===== src/rtl/ait_pkg.sv =====
package ait_pkg;
  typedef enum logic [1:0] {
    AQ_IDLE  = 2'd0,
    AQ_WAIT  = 2'd1,
    AQ_DRAIN = 2'd2
  } aq_state_e;
endpackage


===== src/rtl/ait_line_state.sv =====
module ait_line_state #(
  parameter int unsigned NUM_LINES = 16,
  localparam int unsigned LW = $clog2(NUM_LINES)
) (
  input  logic                 clk,
  input  logic                 rst_n,
  input  logic                 notice_vld,
  input  logic [LW-1:0]        notice_line,
  input  logic                 fill_vld,
  input  logic [LW-1:0]        fill_line,
  input  logic                 evict_vld,
  input  logic [LW-1:0]        evict_line,
  input  logic                 capture,
  input  logic                 inv_fire,
  input  logic [LW-1:0]        inv_sel,
  output logic [NUM_LINES-1:0] mark_q,
  output logic [NUM_LINES-1:0] snap_q
);
  logic [NUM_LINES-1:0] cached_q;

  for (genvar g = 0; g < NUM_LINES; g++) begin : g_line
    localparam logic [LW-1:0] IDX = LW'(g);
    logic hit_n, hit_f, hit_e, hit_i, en;
    logic c_d, m_d, s_d;
    logic c_q, m_q, s_q;

    always_comb begin
      hit_n = notice_vld && (notice_line == IDX) && c_q;
      hit_f = fill_vld   && (fill_line   == IDX);
      hit_e = evict_vld  && (evict_line  == IDX);
      hit_i = inv_fire   && (inv_sel     == IDX);
      en    = hit_n | hit_f | hit_e | hit_i | capture;

      c_d = c_q;
      if (hit_e)      c_d = 1'b0;
      else if (hit_f) c_d = 1'b1;
      else if (hit_i) c_d = 1'b0;

      m_d = m_q;
      if (hit_e || hit_f) m_d = 1'b0;
      else if (hit_n)     m_d = 1'b1;
      else if (hit_i)     m_d = 1'b0;

      if (capture) s_d = m_q & m_d;
      else         s_d = s_q & m_d & ~hit_i;
    end

    always_ff @(posedge clk or negedge rst_n) begin
      if (!rst_n) begin
        c_q <= 1'b0;
        m_q <= 1'b0;
        s_q <= 1'b0;
      end else if (en) begin
        c_q <= c_d;
        m_q <= m_d;
        s_q <= s_d;
      end
    end

    assign cached_q[g] = c_q;
    assign mark_q[g]   = m_q;
    assign snap_q[g]   = s_q;
  end
endmodule


===== src/rtl/ait_prio_pick.sv =====
module ait_prio_pick #(
  parameter int unsigned NUM_LINES = 16,
  localparam int unsigned LW = $clog2(NUM_LINES)
) (
  input  logic [NUM_LINES-1:0] cand,
  output logic                 any,
  output logic [LW-1:0]        idx
);
  always_comb begin
    any = |cand;
    idx = '0;
    for (int i = NUM_LINES - 1; i >= 0; i--) begin
      if (cand[i]) idx = LW'(i);
    end
  end
endmodule


===== src/rtl/ait_ctrl.sv =====
module ait_ctrl
  import ait_pkg::*;
#(
  parameter int unsigned NUM_LINES = 16,
  localparam int unsigned LW = $clog2(NUM_LINES)
) (
  input  logic                 clk,
  input  logic                 rst_n,
  input  logic                 acq_start,
  input  logic                 lock_grant,
  input  logic                 evict_vld,
  input  logic [LW-1:0]        evict_line,
  input  logic [NUM_LINES-1:0] mark_q,
  input  logic [NUM_LINES-1:0] snap_q,
  input  logic                 pick_any,
  input  logic [LW-1:0]        pick_idx,
  output logic [NUM_LINES-1:0] cand,
  output logic                 capture,
  output logic                 inv_fire,
  output logic                 busy,
  output logic                 inv_vld,
  output logic [LW-1:0]        inv_line,
  output logic                 drop_vld,
  output logic [LW-1:0]        drop_line,
  output logic                 drop_evict,
  output logic                 acq_done
);
  aq_state_e   state_q, state_d;
  logic        done_d, drop_d;
  logic [LW-1:0] drop_line_d;

  always_comb begin
    state_d = state_q;
    capture = 1'b0;
    done_d  = 1'b0;
    cand    = '0;
    unique case (state_q)
      AQ_IDLE: begin
        if (acq_start) begin
          capture = 1'b1;
          state_d = lock_grant ? AQ_DRAIN : AQ_WAIT;
        end
      end
      AQ_WAIT: begin
        cand = mark_q & snap_q;
        if (lock_grant) state_d = AQ_DRAIN;
      end
      AQ_DRAIN: begin
        cand = mark_q;
        if (mark_q == '0) begin
          state_d = AQ_IDLE;
          done_d  = 1'b1;
        end
      end
      default: state_d = AQ_IDLE;
    endcase
  end

  always_comb begin
    inv_fire    = pick_any && !evict_vld;
    drop_d      = inv_fire || evict_vld;
    drop_line_d = evict_vld ? evict_line : pick_idx;
  end

  assign busy = (state_q != AQ_IDLE);

  always_ff @(posedge clk or negedge rst_n) begin
    if (!rst_n) begin
      state_q    <= AQ_IDLE;
      acq_done   <= 1'b0;
      inv_vld    <= 1'b0;
      inv_line   <= '0;
      drop_vld   <= 1'b0;
      drop_line  <= '0;
      drop_evict <= 1'b0;
    end else begin
      state_q    <= state_d;
      acq_done   <= done_d;
      inv_vld    <= inv_fire;
      drop_vld   <= drop_d;
      drop_evict <= evict_vld;
      if (inv_fire) inv_line  <= pick_idx;
      if (drop_d)   drop_line <= drop_line_d;
    end
  end
endmodule


===== src/rtl/acq_inval_tracker.sv =====
module acq_inval_tracker #(
  parameter int unsigned NUM_LINES = 16,
  localparam int unsigned LW = $clog2(NUM_LINES)
) (
  input  logic          clk,
  input  logic          rst_n,
  input  logic          notice_vld,
  input  logic [LW-1:0] notice_line,
  input  logic          fill_vld,
  input  logic [LW-1:0] fill_line,
  input  logic          evict_vld,
  input  logic [LW-1:0] evict_line,
  input  logic          acq_start,
  input  logic          lock_grant,
  output logic          inv_vld,
  output logic [LW-1:0] inv_line,
  output logic          drop_vld,
  output logic [LW-1:0] drop_line,
  output logic          drop_evict,
  output logic          acq_done
);
  logic [1:0]           rst_pipe_q;
  logic                 rst_core_n;
  logic [NUM_LINES-1:0] mark_q, snap_q, cand;
  logic                 capture, inv_fire, busy, pick_any;
  logic [LW-1:0]        pick_idx;

  always_ff @(posedge clk or negedge rst_n) begin
    if (!rst_n) rst_pipe_q <= '0;
    else        rst_pipe_q <= {rst_pipe_q[0], 1'b1};
  end
  assign rst_core_n = rst_pipe_q[1];

  ait_line_state #(.NUM_LINES(NUM_LINES)) u_lines (
    .clk(clk), .rst_n(rst_core_n),
    .notice_vld(notice_vld), .notice_line(notice_line),
    .fill_vld(fill_vld), .fill_line(fill_line),
    .evict_vld(evict_vld), .evict_line(evict_line),
    .capture(capture), .inv_fire(inv_fire), .inv_sel(pick_idx),
    .mark_q(mark_q), .snap_q(snap_q)
  );

  ait_prio_pick #(.NUM_LINES(NUM_LINES)) u_pick (
    .cand(cand), .any(pick_any), .idx(pick_idx)
  );

  ait_ctrl #(.NUM_LINES(NUM_LINES)) u_ctrl (
    .clk(clk), .rst_n(rst_core_n),
    .acq_start(acq_start), .lock_grant(lock_grant),
    .evict_vld(evict_vld), .evict_line(evict_line),
    .mark_q(mark_q), .snap_q(snap_q),
    .pick_any(pick_any), .pick_idx(pick_idx),
    .cand(cand), .capture(capture), .inv_fire(inv_fire), .busy(busy),
    .inv_vld(inv_vld), .inv_line(inv_line),
    .drop_vld(drop_vld), .drop_line(drop_line), .drop_evict(drop_evict),
    .acq_done(acq_done)
  );
endmodule


===== config.mk =====
export PLATFORM = sky130hd
export DESIGN_NAME = acq_inval_tracker
export DESIGN_NICKNAME = d
export VERILOG_FILES = /design/src/rtl/ait_pkg.sv /design/src/rtl/ait_line_state.sv /design/src/rtl/ait_prio_pick.sv /design/src/rtl/ait_ctrl.sv /design/src/rtl/acq_inval_tracker.sv
export SDC_FILE = /design/constraint.sdc
export NUM_CORES = 1
export LEC_CHECK = 0
export BUFFER_PORTS_ARGS = -buffer_cell sky130_fd_sc_hd__buf_2
export CORE_UTILIZATION = 50
export CTS_BUF_LIST = sky130_fd_sc_hd__clkbuf_4
export DETAILED_ROUTE_END_ITERATION = 16
export PLACE_DENSITY_LB_ADDON = 0.25
export SLEW_MARGIN = 0
export SYNTH_ARGS = -nofsm -noshare
export SYNTH_HDL_FRONTEND = slang
export SYNTH_SLANG_ARGS = --single-unit
export TNS_END_PERCENT = 5

===== constraint.sdc =====
create_clock -name clk -period 2.85 [get_ports clk]
set_input_delay 0.285 -clock clk [delete_from_list [all_inputs] [get_ports clk]]
set_output_delay 0.285 -clock clk [all_outputs]
set_load 0.005 [all_outputs]

# --- Word-level counts from Yosys, hierarchy flattened ---
# Index checks and enable logic that the tools add are counted.
totals:
  reg_bits: 64
  output_inout_bits: 12
op_classes:
  eq_ne: 65
  muxes: 139
  bitwise: 129
  n_reduce_logical: 139
op_table:
  columns: ["operator", "n"]
  rows:
  - ["$eq 4x4->1 const B", 32]
  - ["$mux 1", 116]
  - ["$logic_and 1x1->1", 81]
  - ["$mux 4", 17]
  - ["$eq 4x3->1 const B", 16]
  - ["$or 1x1->1", 64]
  - ["$and 1x1->1", 48]
  - ["$reduce_bool 3->1", 16]
  - ["$eq 4x2->1 const B", 8]
  - ["$pmux 16 s2", 1]
  - ["$reduce_and 2->1", 16]
  - ["$logic_or 1x1->1", 17]
  - ["$and 16x16->16", 1]
  - ["$eq 4x1->1 const B", 4]
  - ["$logic_not 16->1", 1]
  - ["$logic_not 4->1", 4]
  - ["$not 1->1", 16]
  - ["$reduce_or 16->1", 1]
  - ["$mux 2", 4]
  - ["$pmux 2 s3", 1]
  - ["$ne 2x2->1 const B", 2]
  - ["$reduce_and 3->1", 1]
  - ["$eq 2x1->1 const B", 1]
  - ["$eq 2x2->1 const B", 1]
  - ["other kinds (3)", 3]

# --- Logic depth before layout (Yosys ltp) ---
depth:
  word_depth: 26
  depth_mapped: 12
  depth_no_buf: 9

# --- Cells and area by module ---
# Synthesis repeated with hierarchy kept, for this count alone.
hier_totals:
  hier_cells: 504
  hier_area_um2: 4146.5
by_module_without_submodules:
  columns: ["mod", "instances", "cells_each", "area_per_inst_um2", "seq_area_each_um2"]
  rows:
  - ["ait_line_state", 1, 351, 2942.8, 1201.2]
  - ["ait_ctrl", 1, 116, 973.4, 350.3]
  - ["ait_prio_pick", 1, 34, 176.4, 0.0]
  - ["acq_inval_tracker", 1, 3, 53.8, 50.0]

# --- Worst setup path before layout ---
# No wires, ideal clock.
synth_path:
  kind: "register to register"
  from: "reg u_ctrl.state_q[0]"
  to: "reg u_lines.g_line[12].s_q"
  arrival_ns: 2.310
  setup_slack_ns: 0.408
  stages_incl_launch_ff: 11
  path_buffers: 1
  cell_sequence: "dfrtp_1 -> inv_1 -> ha_1 -> buf_4 -> nand2_1 -> or2_0 -> a311o_1 -> and2_4 -> o41a_4 -> o311ai_1 -> a21oi_1"
synth_via:
  elab_chain_cells: 26
  word_cells_on_any_way: 35
  classes_between: "3 x eq/ne; 22 x mux; 6 x bitwise; 4 x reduce/logical"
synth_rtl:
  columns: ["element", "line", "rtl"]
  rows:
  - ["start, declared", "ait_ctrl.sv:28", "aq_state_e state_q, state_d;"]
  - ["start signal, assigned", "ait_ctrl.sv:77", "state_q <= state_d;"]
  - ["$eq 2x2->1 / $eq 2x1->1 (equally long branches)", "ait_ctrl.sv:37", "unique case (state_q)"]
  - ["$pmux 16 s2", "ait_ctrl.sv:37", null]
  - ["$mux 4 (16 in series)", "ait_prio_pick.sv:13", "if (cand[i]) idx = LW'(i);"]
  - ["$eq 4x4->1", "ait_line_state.sv:31", "hit_i = inv_fire && (inv_sel == IDX);"]
  - ["$logic_and 1x1->1", "ait_line_state.sv:31", null]
  - ["$mux 1", "ait_line_state.sv:42", "else if (hit_i) m_d = 1'b0;"]
  - ["$mux 1", "ait_line_state.sv:41", "else if (hit_n) m_d = 1'b1;"]
  - ["$mux 1", "ait_line_state.sv:40", "if (hit_e || hit_f) m_d = 1'b0;"]
  - ["$and 1x1->1 (2 in series)", "ait_line_state.sv:45", "else s_d = s_q & m_d & ~hit_i;"]
  - ["$mux 1", "ait_line_state.sv:44", "if (capture) s_d = m_q & m_d;"]
  - ["end signal, assigned", "ait_line_state.sv:52", "s_q <= 1'b0;"]
  - ["end signal, assigned", "ait_line_state.sv:56", "s_q <= s_d;"]
  - ["end, declared", "ait_line_state.sv:25", "logic c_q, m_q, s_q;"]
# Several ways; a longest one is shown, not always the timed one.
# A chain may end at the register's enable or synchronous reset.

# --- Worst setup path after layout ---
layout_path:
  from: "reg u_ctrl.state_q[1]"
  to: "reg u_ctrl.drop_line[0]"
layout_via:
  elab_chain_cells: 19
  word_cells_on_any_way: 23
  classes_between: "2 x eq/ne; 18 x mux; 3 x reduce/logical"
layout_rtl:
  columns: ["element", "line", "rtl"]
  rows:
  - ["$eq 2x2->1 / $eq 2x1->1 (equally long branches)", "ait_ctrl.sv:37", null]
  - ["$pmux 16 s2 *", "ait_ctrl.sv:37", null]
  - ["$mux 4 (16 in series)", "ait_prio_pick.sv:13", null]
  - ["$mux 4", "ait_ctrl.sv:62", "drop_line_d = evict_vld ? evict_line : pick_idx;"]
  - ["end signal, assigned", "ait_ctrl.sv:83", "if (drop_d) drop_line <= drop_line_d;"]
  - ["end, declared", "ait_ctrl.sv:24", "output logic [LW-1:0] drop_line,"]
# Every way passes the cells marked *; elsewhere a longest branch is shown, timed or not.

==> flow_summary_export.csv <==
group,metric,value,unit
floorplanning,num_rows,31,
routing,ant_nets,0,
routing,routedWlPerCell,18.9,µm
floorplanning,die_x,89.3,µm
synth,synth_cell_types,58,
floorplanning,start_util,52.2,%
synth,syn-num-nets,474,
routing,drtIter0Drc,336,
cts,numCtsBuffers,9,
hold_path,hp-class,"input pin to async pin",
worst_setup_path,reg2reg_to,"u_ctrl.drop_line[0]$_DFFE_PN0P_",
routing,vias_per_cell,6.40,
place,gp_congestion,0.976,
synth,synth_common_cells,"64 x dfrtp_1, 63 x nand2_1, 57 x a21oi_1",
routing,route.detailed.drc,0,
layout,area_growth,13.6,%
outcome,outcome,"finished clean",
global_routing,grt_pass1_wl,17500,µm
place,preCtsSetupSlack,-106,ps
worst_setup_path,r2r-start,"u_ctrl.state_q[1]$_DFFE_PN0P_",
timing,setup_slack,138,ps
layout,drive_gt1_share,16.8,%
job,cap_violations,0,
layout,fin_area,4330,µm²
synth,synth-edff-count,0,
floorplanning,coreArea,7290,µm²
global_routing,grt-ovfl-total,0,
cts,htree_levels,3,
synth,synth_area,3810,µm²
worst_setup_path,path_max_fanout,20,
global_routing,grtUsageTotal,30.3,%
global_routing,antenna_found_initial,0,
cts,cts_setup_buffers,0,
place,placed_cell_area,4120,µm²
routing,vias,3794,
cts,cts_root_buf,"clkbuf_4",
cts,tritoncts,"yes",
cts,clock_latency,430,ps
global_routing,grt_max_degree,37,
cts,clkTransAtPathRegs,120,ps
routing,routed_wirelength,11200,µm
synth,yosysTopAreaCell,"dfrtp_1",
timing,max_slew.worst_pin.slew,841,ps
routing,first_pass_iters,6,
power_and_ir_drop,power,4.24,mW
power_and_ir_drop,ir_drop,402,µV
layout,nets,511,
worst_setup_path,cp-start-kind,"register",
timing,fin_worst_skew,17.5,ps
synth,yosysWarnings,0,
worst_setup_path,end_kind,"register",
timing,rsz0062_at_grt,"false",
layout,fin_cells,593,
timing,period_share,95.2,%
timing,min_period,2710,ps
global_routing,grt_pass1_vias,3317,
worst_setup_path,worstPathRequired,3170,ps
power_and_ir_drop,p_leak,1.82,nW
timing,clock.fmax,0.369,GHz
synth,synth.ff_latch_count,64,
synth,ys_seq_area_share,42.0,%
floorplanning,design.die.area,7970,µm²
synth,synth_top_area_share,42.0,%
worst_setup_path,worstSetupPathType,"register to register",
floorplanning,num_io_pins,31,
timing,fin_tns_setup,0,ps
place,hpwl,8180,µm
synth,async_flop_share,100,%
cts,clk_path_buf_depth,2,
synth,synth_ff_type,"dfrtp_1",
synth,synthCells,452,
synth,synth_area_leaders,"dfrtp_1 42%, a21oi_1 7.5%, nand2_1 6.2%, nand3_1 4.9%, nor2_1 3.2%",
layout,num_antenna_cells,0,
worst_setup_path,worstRegToRegCells,11,
floorplanning,die_h,89.3,µm
timing,setup_viol,0,
worst_setup_path,arrival,3030,ps
synth,avgSynthCellArea,8.43,µm²
place,placed_cells,576,
timing,slew_headroom,43.9,%
place,io_buffers,30,
cts,cts_sinks,64,
worst_setup_path,r2r_slack,140,ps
synth,yosysMostFrequentCell,"dfrtp_1",
timing,final_hold_viol_count,0,
timing,slew_viol_final,0,
power_and_ir_drop,p_per_area,980,nW/µm²
[layout by cell type (no fill, tap or decap), types with 5 or more instances in the layout]
cell | netlist | final
buf_2 | 2 | 30
a21boi_0 | 5 | 5
clkbuf_4 | 0 | 10
a21boi_1 | 5 | 5
nand3_1 | 37 | 37
nand2_1 | 63 | 63
inv_1 | 7 | 7
a21oi_1 | 57 | 56
o311ai_1 | 6 | 5
o21ai_0 | 16 | 16
nor2b_1 | 11 | 11
nand2b_1 | 8 | 8
and3_1 | 10 | 10
o21ai_1 | 13 | 13
nor4_1 | 7 | 7
nor2_1 | 32 | 32
a21oi_2 | 5 | 6
o22ai_1 | 9 | 9
o211ai_1 | 10 | 10
dfrtp_1 | 64 | 63
nand4_1 | 8 | 8
buf_4 | 2 | 12
[stage by stage]
step,util (%),hold WS (ps)
after floorplan,-,-10.6
after global placement,56.5,69.5
after detailed placement,56.5,71.7
after CTS,58.9,136
after global routing,59.3,159
final,59.3,155
[timing repair]
item                                   in CTS  in global routing
hold buffers                                1                  0
setup endpoints to repair                  14                 20
cloned                                      0                  0
resized for setup                           1                  4
endpoints found under the hold margin       2                  0
[report_power, final]
group | switching, mW | total, mW | internal (mW)
clock network | 0.363 | 0.733 | 0.369
registers | 0.297 | 1.56 | 1.27
logic | 1.15 | 1.94 | 0.792
[cells by family (layout without fill, tap and decap cells)]
group	count (synthesis)	after routing	share of synthesized area, %
adder cells (fa/ha/maj)	3	3	0.986
multiplexers	2	2	0.591
buffers and inverters	26	68	3.22
AND/OR/NAND/NOR	207	207	27.2
flip-flops	64	64	42.1
other	1	1	0.0985
AO/OA/AOI/OAI	149	149	25.9
[sequential cells by signal, summed over array words and instances (netlist names)]
name	count
rst_pipe_q	2
u_ctrl.acq_done	1
u_ctrl.drop_evict	1
u_ctrl.drop_line	4
u_ctrl.drop_vld	1
u_ctrl.inv_line	4
u_ctrl.inv_vld	1
u_ctrl.state_q	2
u_lines.g_line.c_q	16
u_lines.g_line.m_q	16
u_lines.g_line.s_q	16
[area by class of cell]
cell class	instances	area (µm²)
clock inverter	6	92.6
multi-input combinational	362	2120
fill	686	2970
clock buffer	10	75.1
inverter	7	26.3
sequential	64	1600
timing repair buffer	45	290
tap	99	124
[layer usage]
metal / up-vias / global-route usage (%) / wire length [µm]
li1: 1742 / - / -
met1: 1797 / 41.8 / 4820
met2: 217 / 45.8 / 4910
met3: 38 / 4.89 / 1020
met4: 0 / 16.0 / 448
met5: - / 0 / 0
[worst max path at each step]
stage,endpoint,slack [ps],from
CTS,u_ctrl.drop_line[0]$_DFFE_PN0P_,50,u_ctrl.state_q[1]$_DFFE_PN0P_
floorplan,u_lines.g_line[12].s_q$_DFFE_PN0P_,410,u_ctrl.state_q[0]$_DFFE_PN0P_
detailed placement,u_ctrl.drop_line[0]$_DFFE_PN0P_,-110,u_ctrl.state_q[1]$_DFFE_PN0P_
global placement,u_ctrl.drop_line[0]$_DFFE_PN0P_,-50,u_ctrl.state_q[0]$_DFFE_PN0P_
global route,u_lines.g_line[4].s_q$_DFFE_PN0P_,3,u_ctrl.state_q[0]$_DFFE_PN0P_
finish,u_ctrl.drop_line[0]$_DFFE_PN0P_,140,u_ctrl.state_q[1]$_DFFE_PN0P_
[critical path, cell delays in order, from the launching register on]
cell	delay, ps
dfrtp_1	390
inv_1	100
ha_1	220
buf_12	170
a21oi_2	220
o2111ai_1	160
a211oi_1	450
a2111oi_4	130
o21ai_0	340
buf_4	180
a21boi_0	180
o21ai_1	80
(Power assumes the default switching activity.)
